$ cat src/rtl/sfd_pkg.sv
package sfd_pkg;
  typedef enum logic [1:0] {
    W_FREE    = 2'd0,
    W_BUSY    = 2'd1,
    W_EXPIRED = 2'd2
  } wstate_e;
endpackage

$ cat src/rtl/sfd_evt_fifo.sv
module sfd_evt_fifo #(
  parameter int DEPTH = 4,
  parameter int DW    = 24
) (
  input  logic          clk,
  input  logic          rst_n,
  input  logic          push,
  input  logic [DW-1:0] push_data,
  input  logic          pop,
  output logic [DW-1:0] head,
  output logic          empty,
  output logic          full
);
  localparam int AW = (DEPTH > 1) ? $clog2(DEPTH) : 1;

  logic [DW-1:0] mem [DEPTH];
  logic [AW:0]   wp_q, wp_d, rp_q, rp_d;

  assign empty = (wp_q == rp_q);
  assign full  = (wp_q[AW-1:0] == rp_q[AW-1:0]) && (wp_q[AW] != rp_q[AW]);
  assign head  = mem[rp_q[AW-1:0]];

  always_comb begin
    wp_d = wp_q;
    rp_d = rp_q;
    if (push) wp_d = wp_q + 1'b1;
    if (pop)  rp_d = rp_q + 1'b1;
  end

  always_ff @(posedge clk or negedge rst_n) begin
    if (!rst_n) begin
      wp_q <= '0;
      rp_q <= '0;
    end else begin
      wp_q <= wp_d;
      rp_q <= rp_d;
    end
  end

  always_ff @(posedge clk) begin
    if (push) mem[wp_q[AW-1:0]] <= push_data;
  end

  assert_no_overflow_R10: assert property (@(posedge clk) disable iff (!rst_n)
    push |-> !full);
  assert_no_underflow_R8: assert property (@(posedge clk) disable iff (!rst_n)
    pop |-> !empty);
endmodule

$ cat src/rtl/sfd_rr_pick.sv
module sfd_rr_pick #(
  parameter int N  = 4,
  parameter int IW = 2
) (
  input  logic [N-1:0]  req,
  input  logic [IW-1:0] ptr,
  output logic          gnt_valid,
  output logic [IW-1:0] gnt_idx
);
  always_comb begin
    gnt_valid = 1'b0;
    gnt_idx   = '0;
    for (int k = N - 1; k >= 0; k--) begin
      if (req[(int'(ptr) + k) % N]) begin
        gnt_valid = 1'b1;
        gnt_idx   = IW'((int'(ptr) + k) % N);
      end
    end
  end
endmodule

$ cat src/rtl/sfd_worker_slot.sv
module sfd_worker_slot
  import sfd_pkg::*;
#(
  parameter int TS_W  = 16,
  parameter int EVT_W = 8
) (
  input  logic             clk,
  input  logic             rst_n,
  input  logic             start,
  input  logic [EVT_W-1:0] start_evt,
  input  logic             done,
  input  logic             tmo_ack,
  input  logic [TS_W-1:0]  limit,
  output logic             is_free,
  output logic             is_busy,
  output logic             overdue,
  output logic [EVT_W-1:0] evt
);
  wstate_e          st_q, st_d;
  logic [TS_W-1:0]  cnt_q, cnt_d;
  logic [EVT_W-1:0] evt_q, evt_d;

  assign is_free = (st_q == W_FREE);
  assign is_busy = (st_q == W_BUSY);
  assign overdue = is_busy && (cnt_q >= limit);
  assign evt     = evt_q;

  always_comb begin
    st_d  = st_q;
    cnt_d = cnt_q;
    evt_d = evt_q;
    unique case (st_q)
      W_FREE: if (start) begin
        st_d  = W_BUSY;
        cnt_d = '0;
        evt_d = start_evt;
      end
      W_BUSY: begin
        if (done)         st_d = W_FREE;
        else if (tmo_ack) st_d = W_EXPIRED;
        else if (cnt_q != '1) cnt_d = cnt_q + 1'b1;
      end
      W_EXPIRED: if (done) st_d = W_FREE;
      default: st_d = W_FREE;
    endcase
  end

  always_ff @(posedge clk or negedge rst_n) begin
    if (!rst_n) begin
      st_q  <= W_FREE;
      cnt_q <= '0;
      evt_q <= '0;
    end else begin
      st_q  <= st_d;
      cnt_q <= cnt_d;
      evt_q <= evt_d;
    end
  end

  assert_start_only_free_R5: assert property (@(posedge clk) disable iff (!rst_n)
    start |-> (st_q == W_FREE));
  assert_ack_only_overdue_R11: assert property (@(posedge clk) disable iff (!rst_n)
    tmo_ack |-> overdue);
endmodule

$ cat src/rtl/subfarm_dispatch.sv
module subfarm_dispatch #(
  parameter int N_WORKERS = 4,
  parameter int Q_DEPTH   = 4,
  parameter int EVT_W     = 8,
  parameter int DEC_W     = 8,
  parameter int TS_W      = 16,
  localparam int WID_W    = (N_WORKERS > 1) ? $clog2(N_WORKERS) : 1
) (
  input  logic             clk,
  input  logic             rst_n,
  input  logic             evt_valid,
  input  logic [EVT_W-1:0] evt_id,
  output logic             evt_ready,
  input  logic [TS_W-1:0]  proc_limit,
  input  logic [TS_W-1:0]  age_limit,
  input  logic [DEC_W-1:0] default_dec,
  input  logic             done_valid,
  input  logic [WID_W-1:0] done_idx,
  input  logic [DEC_W-1:0] done_dec,
  output logic             disp_valid,
  output logic [WID_W-1:0] disp_worker,
  output logic [EVT_W-1:0] disp_evt,
  output logic [TS_W-1:0]  disp_penalty,
  output logic             dec_valid,
  output logic [EVT_W-1:0] dec_evt,
  output logic [DEC_W-1:0] dec_value,
  output logic             dec_timeout,
  output logic             drop_valid,
  output logic [EVT_W-1:0] drop_evt
);
  localparam int QE_W = EVT_W + TS_W;

  // free-running timestamp
  logic [TS_W-1:0] now_q, now_d;

  // queue
  logic            q_push, q_pop, q_empty, q_full;
  logic [QE_W-1:0] q_head;
  logic [EVT_W-1:0] head_evt;
  logic [TS_W-1:0] head_ts, head_age;

  // worker pool
  logic [N_WORKERS-1:0] free_vec, busy_vec, overdue_vec, start_vec, done_vec, ack_vec;
  logic [EVT_W-1:0]     slot_evt [N_WORKERS];

  logic             gnt_valid;
  logic [WID_W-1:0] gnt_idx, rr_q, rr_d;
  logic             dispatch_go, drop_go, done_hit;
  logic             tmo_found;
  logic [WID_W-1:0] tmo_idx;

  // registered outputs, next values
  logic             disp_valid_d, dec_valid_d, dec_timeout_d, drop_valid_d;
  logic [WID_W-1:0] disp_worker_d;
  logic [EVT_W-1:0] disp_evt_d, dec_evt_d, drop_evt_d;
  logic [TS_W-1:0]  disp_penalty_d;
  logic [DEC_W-1:0] dec_value_d;

  assign evt_ready = !q_full;
  assign q_push    = evt_valid && !q_full;
  assign q_pop     = dispatch_go || drop_go;
  assign head_evt  = q_head[QE_W-1:TS_W];
  assign head_ts   = q_head[TS_W-1:0];
  assign head_age  = now_q - head_ts;

  sfd_evt_fifo #(.DEPTH(Q_DEPTH), .DW(QE_W)) i_fifo (
    .clk(clk), .rst_n(rst_n), .push(q_push), .push_data({evt_id, now_q}),
    .pop(q_pop), .head(q_head), .empty(q_empty), .full(q_full)
  );

  sfd_rr_pick #(.N(N_WORKERS), .IW(WID_W)) i_pick (
    .req(free_vec), .ptr(rr_q), .gnt_valid(gnt_valid), .gnt_idx(gnt_idx)
  );

  assign dispatch_go = !q_empty && gnt_valid;
  assign drop_go     = !q_empty && !gnt_valid && (head_age >= age_limit);
  assign done_hit    = done_valid && busy_vec[done_idx];

  // lowest-index pending timeout
  always_comb begin
    tmo_found = 1'b0;
    tmo_idx   = '0;
    for (int i = N_WORKERS - 1; i >= 0; i--) begin
      if (overdue_vec[i]) begin
        tmo_found = 1'b1;
        tmo_idx   = WID_W'(i);
      end
    end
  end

  for (genvar g = 0; g < N_WORKERS; g++) begin : g_slot
    assign start_vec[g] = dispatch_go && (gnt_idx == WID_W'(g));
    assign done_vec[g]  = done_valid && (done_idx == WID_W'(g));
    assign ack_vec[g]   = !done_hit && tmo_found && (tmo_idx == WID_W'(g));
    sfd_worker_slot #(.TS_W(TS_W), .EVT_W(EVT_W)) i_slot (
      .clk(clk), .rst_n(rst_n),
      .start(start_vec[g]), .start_evt(head_evt),
      .done(done_vec[g]), .tmo_ack(ack_vec[g]), .limit(proc_limit),
      .is_free(free_vec[g]), .is_busy(busy_vec[g]),
      .overdue(overdue_vec[g]), .evt(slot_evt[g])
    );
  end

  always_comb begin
    now_d          = now_q + 1'b1;
    rr_d           = rr_q;
    disp_valid_d   = dispatch_go;
    disp_worker_d  = gnt_idx;
    disp_evt_d     = head_evt;
    disp_penalty_d = head_age;
    drop_valid_d   = drop_go;
    drop_evt_d     = head_evt;
    dec_valid_d    = 1'b0;
    dec_evt_d      = '0;
    dec_value_d    = '0;
    dec_timeout_d  = 1'b0;
    if (dispatch_go)
      rr_d = (gnt_idx == WID_W'(N_WORKERS - 1)) ? '0 : gnt_idx + 1'b1;
    if (done_hit) begin
      dec_valid_d   = 1'b1;
      dec_evt_d     = slot_evt[done_idx];
      dec_timeout_d = overdue_vec[done_idx];
      dec_value_d   = overdue_vec[done_idx] ? default_dec : done_dec;
    end else if (tmo_found) begin
      dec_valid_d   = 1'b1;
      dec_evt_d     = slot_evt[tmo_idx];
      dec_timeout_d = 1'b1;
      dec_value_d   = default_dec;
    end
  end

  always_ff @(posedge clk or negedge rst_n) begin
    if (!rst_n) begin
      now_q        <= '0;
      rr_q         <= '0;
      disp_valid   <= 1'b0;
      disp_worker  <= '0;
      disp_evt     <= '0;
      disp_penalty <= '0;
      dec_valid    <= 1'b0;
      dec_evt      <= '0;
      dec_value    <= '0;
      dec_timeout  <= 1'b0;
      drop_valid   <= 1'b0;
      drop_evt     <= '0;
    end else begin
      now_q        <= now_d;
      rr_q         <= rr_d;
      disp_valid   <= disp_valid_d;
      disp_worker  <= disp_worker_d;
      disp_evt     <= disp_evt_d;
      disp_penalty <= disp_penalty_d;
      dec_valid    <= dec_valid_d;
      dec_evt      <= dec_evt_d;
      dec_value    <= dec_value_d;
      dec_timeout  <= dec_timeout_d;
      drop_valid   <= drop_valid_d;
      drop_evt     <= drop_evt_d;
    end
  end

  assert_single_grant_R5: assert property (@(posedge clk) disable iff (!rst_n)
    $onehot0(start_vec));
  assert_penalty_nonzero_R3: assert property (@(posedge clk) disable iff (!rst_n)
    disp_valid |-> (disp_penalty != '0));
  assert_disp_drop_excl_R9: assert property (@(posedge clk) disable iff (!rst_n)
    !(disp_valid && drop_valid));
  assert_default_on_timeout_R6: assert property (@(posedge clk) disable iff (!rst_n)
    (dec_valid && dec_timeout) |-> (dec_value == $past(default_dec)));
endmodule

$ cat config.mk
export PLATFORM = sky130hd
export DESIGN_NAME = subfarm_dispatch
export DESIGN_NICKNAME = d
export VERILOG_FILES = /design/src/rtl/sfd_pkg.sv /design/src/rtl/sfd_evt_fifo.sv /design/src/rtl/sfd_rr_pick.sv /design/src/rtl/sfd_worker_slot.sv /design/src/rtl/subfarm_dispatch.sv
export SDC_FILE = /design/constraint.sdc
export NUM_CORES = 1
export LEC_CHECK = 0
export BUFFER_PORTS_ARGS = -buffer_cell sky130_fd_sc_hd__clkbuf_2
export CORE_MARGIN = 1.5
export CORE_UTILIZATION = 50
export CTS_CLUSTER_SIZE = 24
export DETAILED_ROUTE_END_ITERATION = 7
export PLACE_DENSITY = 0.69
export SYNTH_ARGS = -nofsm -noshare
export SYNTH_HDL_FRONTEND = slang
export SYNTH_SLANG_ARGS = --single-unit
$ cat constraint.sdc
create_clock -name clk -period 7.4 [get_ports clk]
set_clock_uncertainty 0.15 [all_clocks]
set_input_delay 2.22 -clock clk [delete_from_list [all_inputs] [get_ports clk]]
set_output_delay 2.22 -clock clk [all_outputs]
set_load 0.01 [all_outputs]
# == Word-level counts from Yosys, hierarchy flattened ==
# Memories as Yosys holds them, arrays and structs flattened.
# Index checks and enable logic that the tools add are counted.
# word_totals
ff_bits,174
ram_bits,96
inputBits,62
out_inout_bits,55
word_cells,245
mem_count,1
# memory_table
name,words,word_bits,rd,rd_clocked_by_memory_dff,write_ports,line_no,text
i_fifo.mem,4,24,1,0,1,sfd_evt_fifo.sv:16,logic [DW-1:0] mem [DEPTH];
# classes
addsub,12
n_lt_le_gt_ge,12
n_eq_ne,48
n_mux,88
bitwise,5
reduce_logical,54
# ops
op,n
$mux W16,16
$pmux W16 S2,4
$add A16 B1 Y16 const B,5
$ge A16 B16 Y1,5
$mux W8,9
$ne A16 B16 Y1 const B,4
$mux W2,25
$bmux W8 S2,2
$ne A2 B2 Y1 const B,12
$pmux W2 S3,4
$logic_and A1 B1 Y1,23
$mux W1,22
$eq A2 B2 Y1 const B,10
$reduce_and A5 Y1,4
$ne A2 B1 Y1 const B,8
$sub A16 B16 Y16,1
$eq A2 B1 Y1 const B,7
$logic_not A2 Y1,7
$bmux W1 S2,6
$lt A3 B4 Y1 const B,3
$ne A3 B1 Y1 const B,4
$reduce_and A3 Y1,4
$reduce_and A2 Y1,4
$reduce_bool A2 Y1,4
other kinds (13),26

# == Logic depth before layout (Yosys ltp) ==
# depth
ltp_word,14
mapped_depth,24
depth_no_buf,21

# == Hierarchy ==
# Synthesis repeated with hierarchy kept, for this count alone.
# unflattened
hier_cells,1262
hier_area_um2,14696.6
# by_module_without_submodules
module,instances,cells_each,area_per_inst_um2,seq_area_each_um2
sfd_worker_slot,4,185,1736.7,650.6
sfd_evt_fifo,1,156,3854.9,3032.9
subfarm_dispatch,1,353,3817.4,1601.5
sfd_rr_pick,1,13,77.6,0.0

# == Worst setup path after synthesis ==
# Ideal clock, no wire load.
# synth_path
kind,register to register
startpoint,register i_fifo.rp_q[0]
endpoint,register i_fifo.rp_q[1]
setup_ns,0.125
t_arrival_ns,5.057
t_required_ns,7.125
setup_slack_ns,2.069
stages_incl_launch_ff,20
n_path_buf,3
period_less_slack_ns,5.331
cell_sequence,dfrtp_1 > buf_4 > buf_2 > buf_1 > mux4_2 > inv_1 > ha_1 > a21oi_1 > a21boi_0 > o311a_1 > o211a_1 > o21a_1 > o21a_1 > o41a_1 > xor2_1 > ha_1 > and4_1 > nand3_1 > o211ai_1 > mux2_2
# synth_between
elab_chain_cells,5
elab_cells_between_ends,10
classes_between,2 x add/sub; 1 x order compare; 1 x eq/ne; 5 x reduce/logical; 1 x memory
# synth_lines
element,line_no,text
start: declaration,sfd_evt_fifo.sv:17,"logic [AW:0] wp_q, wp_d, rp_q, rp_d;"
start signal: assignment,sfd_evt_fifo.sv:36,rp_q <= rp_d;
$mem_v2 Z4 W24,n/a,
$sub A16 B16 Y16,subfarm_dispatch.sv:64,assign head_age = now_q - head_ts;
net disp_penalty_d[14],subfarm_dispatch.sv:56,logic [TS_W-1:0] disp_penalty_d;
$ge A16 B16 Y1,subfarm_dispatch.sv:76,assign drop_go = !q_empty && !gnt_valid && (head_age >= age_limit);
$logic_and A1 B1 Y1,subfarm_dispatch.sv:76,
$logic_or A1 B1 Y1,subfarm_dispatch.sv:61,assign q_pop = dispatch_go || drop_go;
# The timed path passes the listed nets, and every way through them passes these cells.
# A chain may end at the register's enable or synchronous reset.

# == Worst setup path in the final report ==
# layout_path
startpoint,input port proc_limit[11]
endpoint,register g_slot[2].i_slot.cnt_q[15]
# layout_between
elab_chain_cells,10
elab_cells_between_ends,21
classes_between,4 x order compare; 2 x eq/ne; 8 x mux; 7 x reduce/logical
# layout_lines
element,line_no,text
start: declaration,subfarm_dispatch.sv:14,"input logic [TS_W-1:0] proc_limit,"
$ge A16 B16 Y1,sfd_worker_slot.sv:25,assign overdue = is_busy && (cnt_q >= limit);
$logic_and A1 B1 Y1,sfd_worker_slot.sv:25,
$mux W2 or $mux W1 (tied branches) (4 in a row),subfarm_dispatch.sv:84,if (overdue_vec[i]) begin
$eq A2 B2 Y1 or $logic_and A1 B1 Y1 (tied branches),subfarm_dispatch.sv:94,assign ack_vec[g] = !done_hit && tmo_found && (tmo_idx == WID_W'(g));
$logic_and A1 B1 Y1 (*),subfarm_dispatch.sv:94,
$ne A2 B2 Y1 (no source line) (*),n/a,
$reduce_and A5 Y1 (no source line) (*),n/a,
end signal: assignment,sfd_worker_slot.sv:55,cnt_q <= cnt_d;
end: declaration,sfd_worker_slot.sv:20,"logic [TS_W-1:0] cnt_q, cnt_d;"
# Mark *: on every way between the ends. The rest lies on a longest branch, timed or not.

==> metrics.txt <==
status=finished, final reports clean; vias in the first global route=just under 10000; Die Ht=about 170 um; H-Tree Depth=1; cells on worst reg2reg path=16; Fmax achieved=between 0.15 and 0.2 GHz; Die Wd=around 170 um; FF-to-FF setup slack=2260 ps; Gate power share=0.387; global-route wire length before repair=52400 um; CTS Hold Bufs=0; clock power share=0.239; RR Startpoint=i_fifo.rp_q[0]; crit path from=proc_limit[11]; Post-CTS Setup Repair Bufs=0; Syn. warnings=0; top_reg_cell synth=dfrtp_1; setup TNS=0 ps; clock sinks=270; Gate Count Post-Synth=1227; crit path launch type=input port; post-DP HPWL=~23000 um; drt via density=5.77; Mapped Area=roughly 14000 sq um; Critical Path AT=around 5800 ps; post-CTS sizing=0; clock slew at reported path FFs=~60 ps; Slew Viols, Final=0; static leakage=7.23 nW; worst vdd ir=around 230 uV; # setup viols final=0; max_cap viols=0; number of synthesized flops with an enable pin=96; drt pass-1 iters=5; Core Area=27900 sq um; unrepaired setup endpoints after global routing=no; HP Class=reg2reg; power density of the placed cells=~380 nW/um^2; Switch Pwr=roughly 2.2 mW; switching part of the total=0.366; antenna diode count=0; 1st-iter DRT viols=857; buffer depth of the longest clock path=3; ys async rst share=0.644; Syn Nets=1400; vias=10100; CP max FO=16; Crit Path Class=in2reg; CTS Buf Count=29; share of power burned in registers=0.375; clock latency on the worst-skew pair=550 ps; WP data required=about 7700 ps; Tot Pwr=a little over 6 mW; WL final=around 32000 um; nets=1514; Post-Syn Area per Cell=between 10 and 15 sq um; routability congestion estimate=between 0.8 and 0.9; Synth cell types=74; min-delay src=i_fifo.wp_q[2]; grt total ovfl=0; Root Buffer=clkbuf_16; CTS tree=yes; Final ANT Viol Nets=0; I/O pin total=117; port buffer count=between 100 and 150; actual slew at the worst max-slew pin=1140 ps; reg2reg end=i_fifo.rp_q[1]; register area share after synthesis=0.508; Avg WL per Cell=18.5 um; Initial Utilization=0.510; Hold Path Sink=i_fifo.wp_q[2]; critical path capture point type=flop; overall routing resource usage=0.227; Area Overhead vs Synth=13.1%; num rows=61; Hold Fails Final Rpt=0; share of post-route cells with drive strength above 1=0.194; pin count of the biggest net entering global routing=slightly above 70; initial antenna violation count=0; fin crit period=around 5500 ps; Tcrit/Tclk final=0.746; worst hold stages=1; Slew HR=0.242; Yosys reg bits=270; Internal=~3.8 mW; drt drc=0; Die ar.=between 20000 and 30000 sq um
## worst max-delay path: stages
cell      delay (ps)
clkbuf_2          80
inv_1            140
ha_1             340
o21ai_0          100
o211ai_1         270
o22ai_1          220
nor3_2           750
nor2_1           240
a311oi_2        1030
a41oi_1          210
a31oi_1          210
## sequential cells by signal (all words and copies together) (netlist names), 3 cells and up
| signal | cells |
|---|---|
| i_fifo.wp_q | 3 |
| dec_value | 8 |
| g_slot.i_slot.cnt_q | 64 |
| drop_evt | 8 |
| disp_penalty | 16 |
| i_fifo.rp_q | 3 |
| g_slot.i_slot.evt | 32 |
| dec_evt | 8 |
| i_fifo.mem | 96 |
| g_slot.i_slot.st_q | 8 |
| now_q | 16 |
## layout make-up
class	instances	area, sq um
Fill cell	2352	11800
Sequential cell	270	7240
Multi-Input combinational cell	836	6480
Clock buffer	40	847
Timing Repair Buffer	126	662
Tap cell	378	473
Inverter	78	293
Clock inverter	13	119
## placed cells by master (no fill, tap or decap), types with 10 or more instances in the layout
master and instances:
a21oi_1 91, a31oi_1 27, and3_1 35, buf_4 10
clkbuf_16 29, clkbuf_2 115, dfrtp_1 174, edfxtp_1 96
ha_1 110, inv_1 78, mux2_2 34, mux2i_1 15
mux4_2 34, nand2_1 95, nand2b_1 20, nand3_1 35
nand4_1 16, nor2_1 55, nor2b_1 10, nor3_1 14
o21a_1 20, o21ai_0 48, o21ai_1 12, o31ai_1 12
xnor2_1 25
## how the worst max path moves through the flow
| stage | endpoint | slack, ps | depth (start not counted) |
|---|---|---|---|
| after floorplan | i_fifo.rp_q[1] | 2070 | 19 |
| after global placement | g_slot[2].i_slot.cnt_q[15] | 1490 | 11 |
| after detailed placement | g_slot[2].i_slot.cnt_q[15] | 1370 | 11 |
| after CTS | g_slot[2].i_slot.cnt_q[15] | 1960 | 11 |
| after global routing | g_slot[2].i_slot.cnt_q[15] | 1640 | 11 |
| final | g_slot[2].i_slot.cnt_q[15] | 1880 | 11 |
## routing by layer
metal | routed length, um | track usage | share of wire
met2 | 15700 | 0.387 | 0.49
met4 | 630 | 0.0571 | 0.020
met3 | 1290 | 0.0297 | 0.040
met1 | 14600 | 0.306 | 0.45
met5 | 0 | 0 | 0
## per-stage QoR
stage                     worst slack (ps)  hold slack, ps  cell area (sq um)  cells   util
final                                 1880             355              16100   1741  0.577
after floorplan                       2070             310              14200   1227      -
after global routing                  1640             376              16100   1741  0.577
after global placement                1490             326              15100   1688  0.542
after detailed placement              1370             337              15100   1688  0.542
after CTS                             1960             349              16100   1741  0.577
## cell families (layout without fill, tap and decap cells)
group                    count (synthesis)  in the layout  share of synthesized area
XOR/XNOR                                32             32                     0.0197
AO/OA/AOI/OAI                          284            284                      0.129
AND/OR/NAND/NOR                        326            326                      0.117
flip-flops                             270            270                      0.508
buffers and inverters                  121            257                     0.0371
multiplexers                            83             83                     0.0912
adder cells (fa/ha/maj)                111            111                     0.0980
## power groups by stage
stage	clock network (mW)	registers [mW]	logic, mW
4_1_cts	1.48	2.27	2.37
5_1_grt	1.53	2.33	2.61
6_report	1.45	2.27	2.35
3_3_place_gp	0	2.28	2.31
3_5_place_dp	0	2.30	2.36
2_1_floorplan	0	2.25	1.70
## Yosys cell counts, types with 8 or more instances
cell type  number  share of area
o21ai_1        12         0.0042
mux4_2         34          0.054
o31ai_1        12         0.0063
nand2b_1       20         0.0088
nand3_1        35          0.012
nor2_1         55          0.014
nor2b_1        10         0.0044
and2_1          9         0.0040
and4_1          8         0.0049
buf_2           8         0.0028
buf_4          11         0.0058
ha_1          110          0.097
inv_1          78          0.021
and3_1         35          0.015
xnor2_1        25          0.015
a31oi_1        27          0.012
o21a_1         20          0.011
dfrtp_1       174           0.31
nor3_1         14         0.0049
mux2i_1        15          0.011
mux2_2         34          0.027
nand2_1        95          0.025
clkbuf_1       19         0.0050
nand4_1        16         0.0070
edfxtp_1       96           0.20
a21oi_1        91          0.032
o21ai_0        48          0.017
No activity file was read; power rests on OpenSTA's default activity.
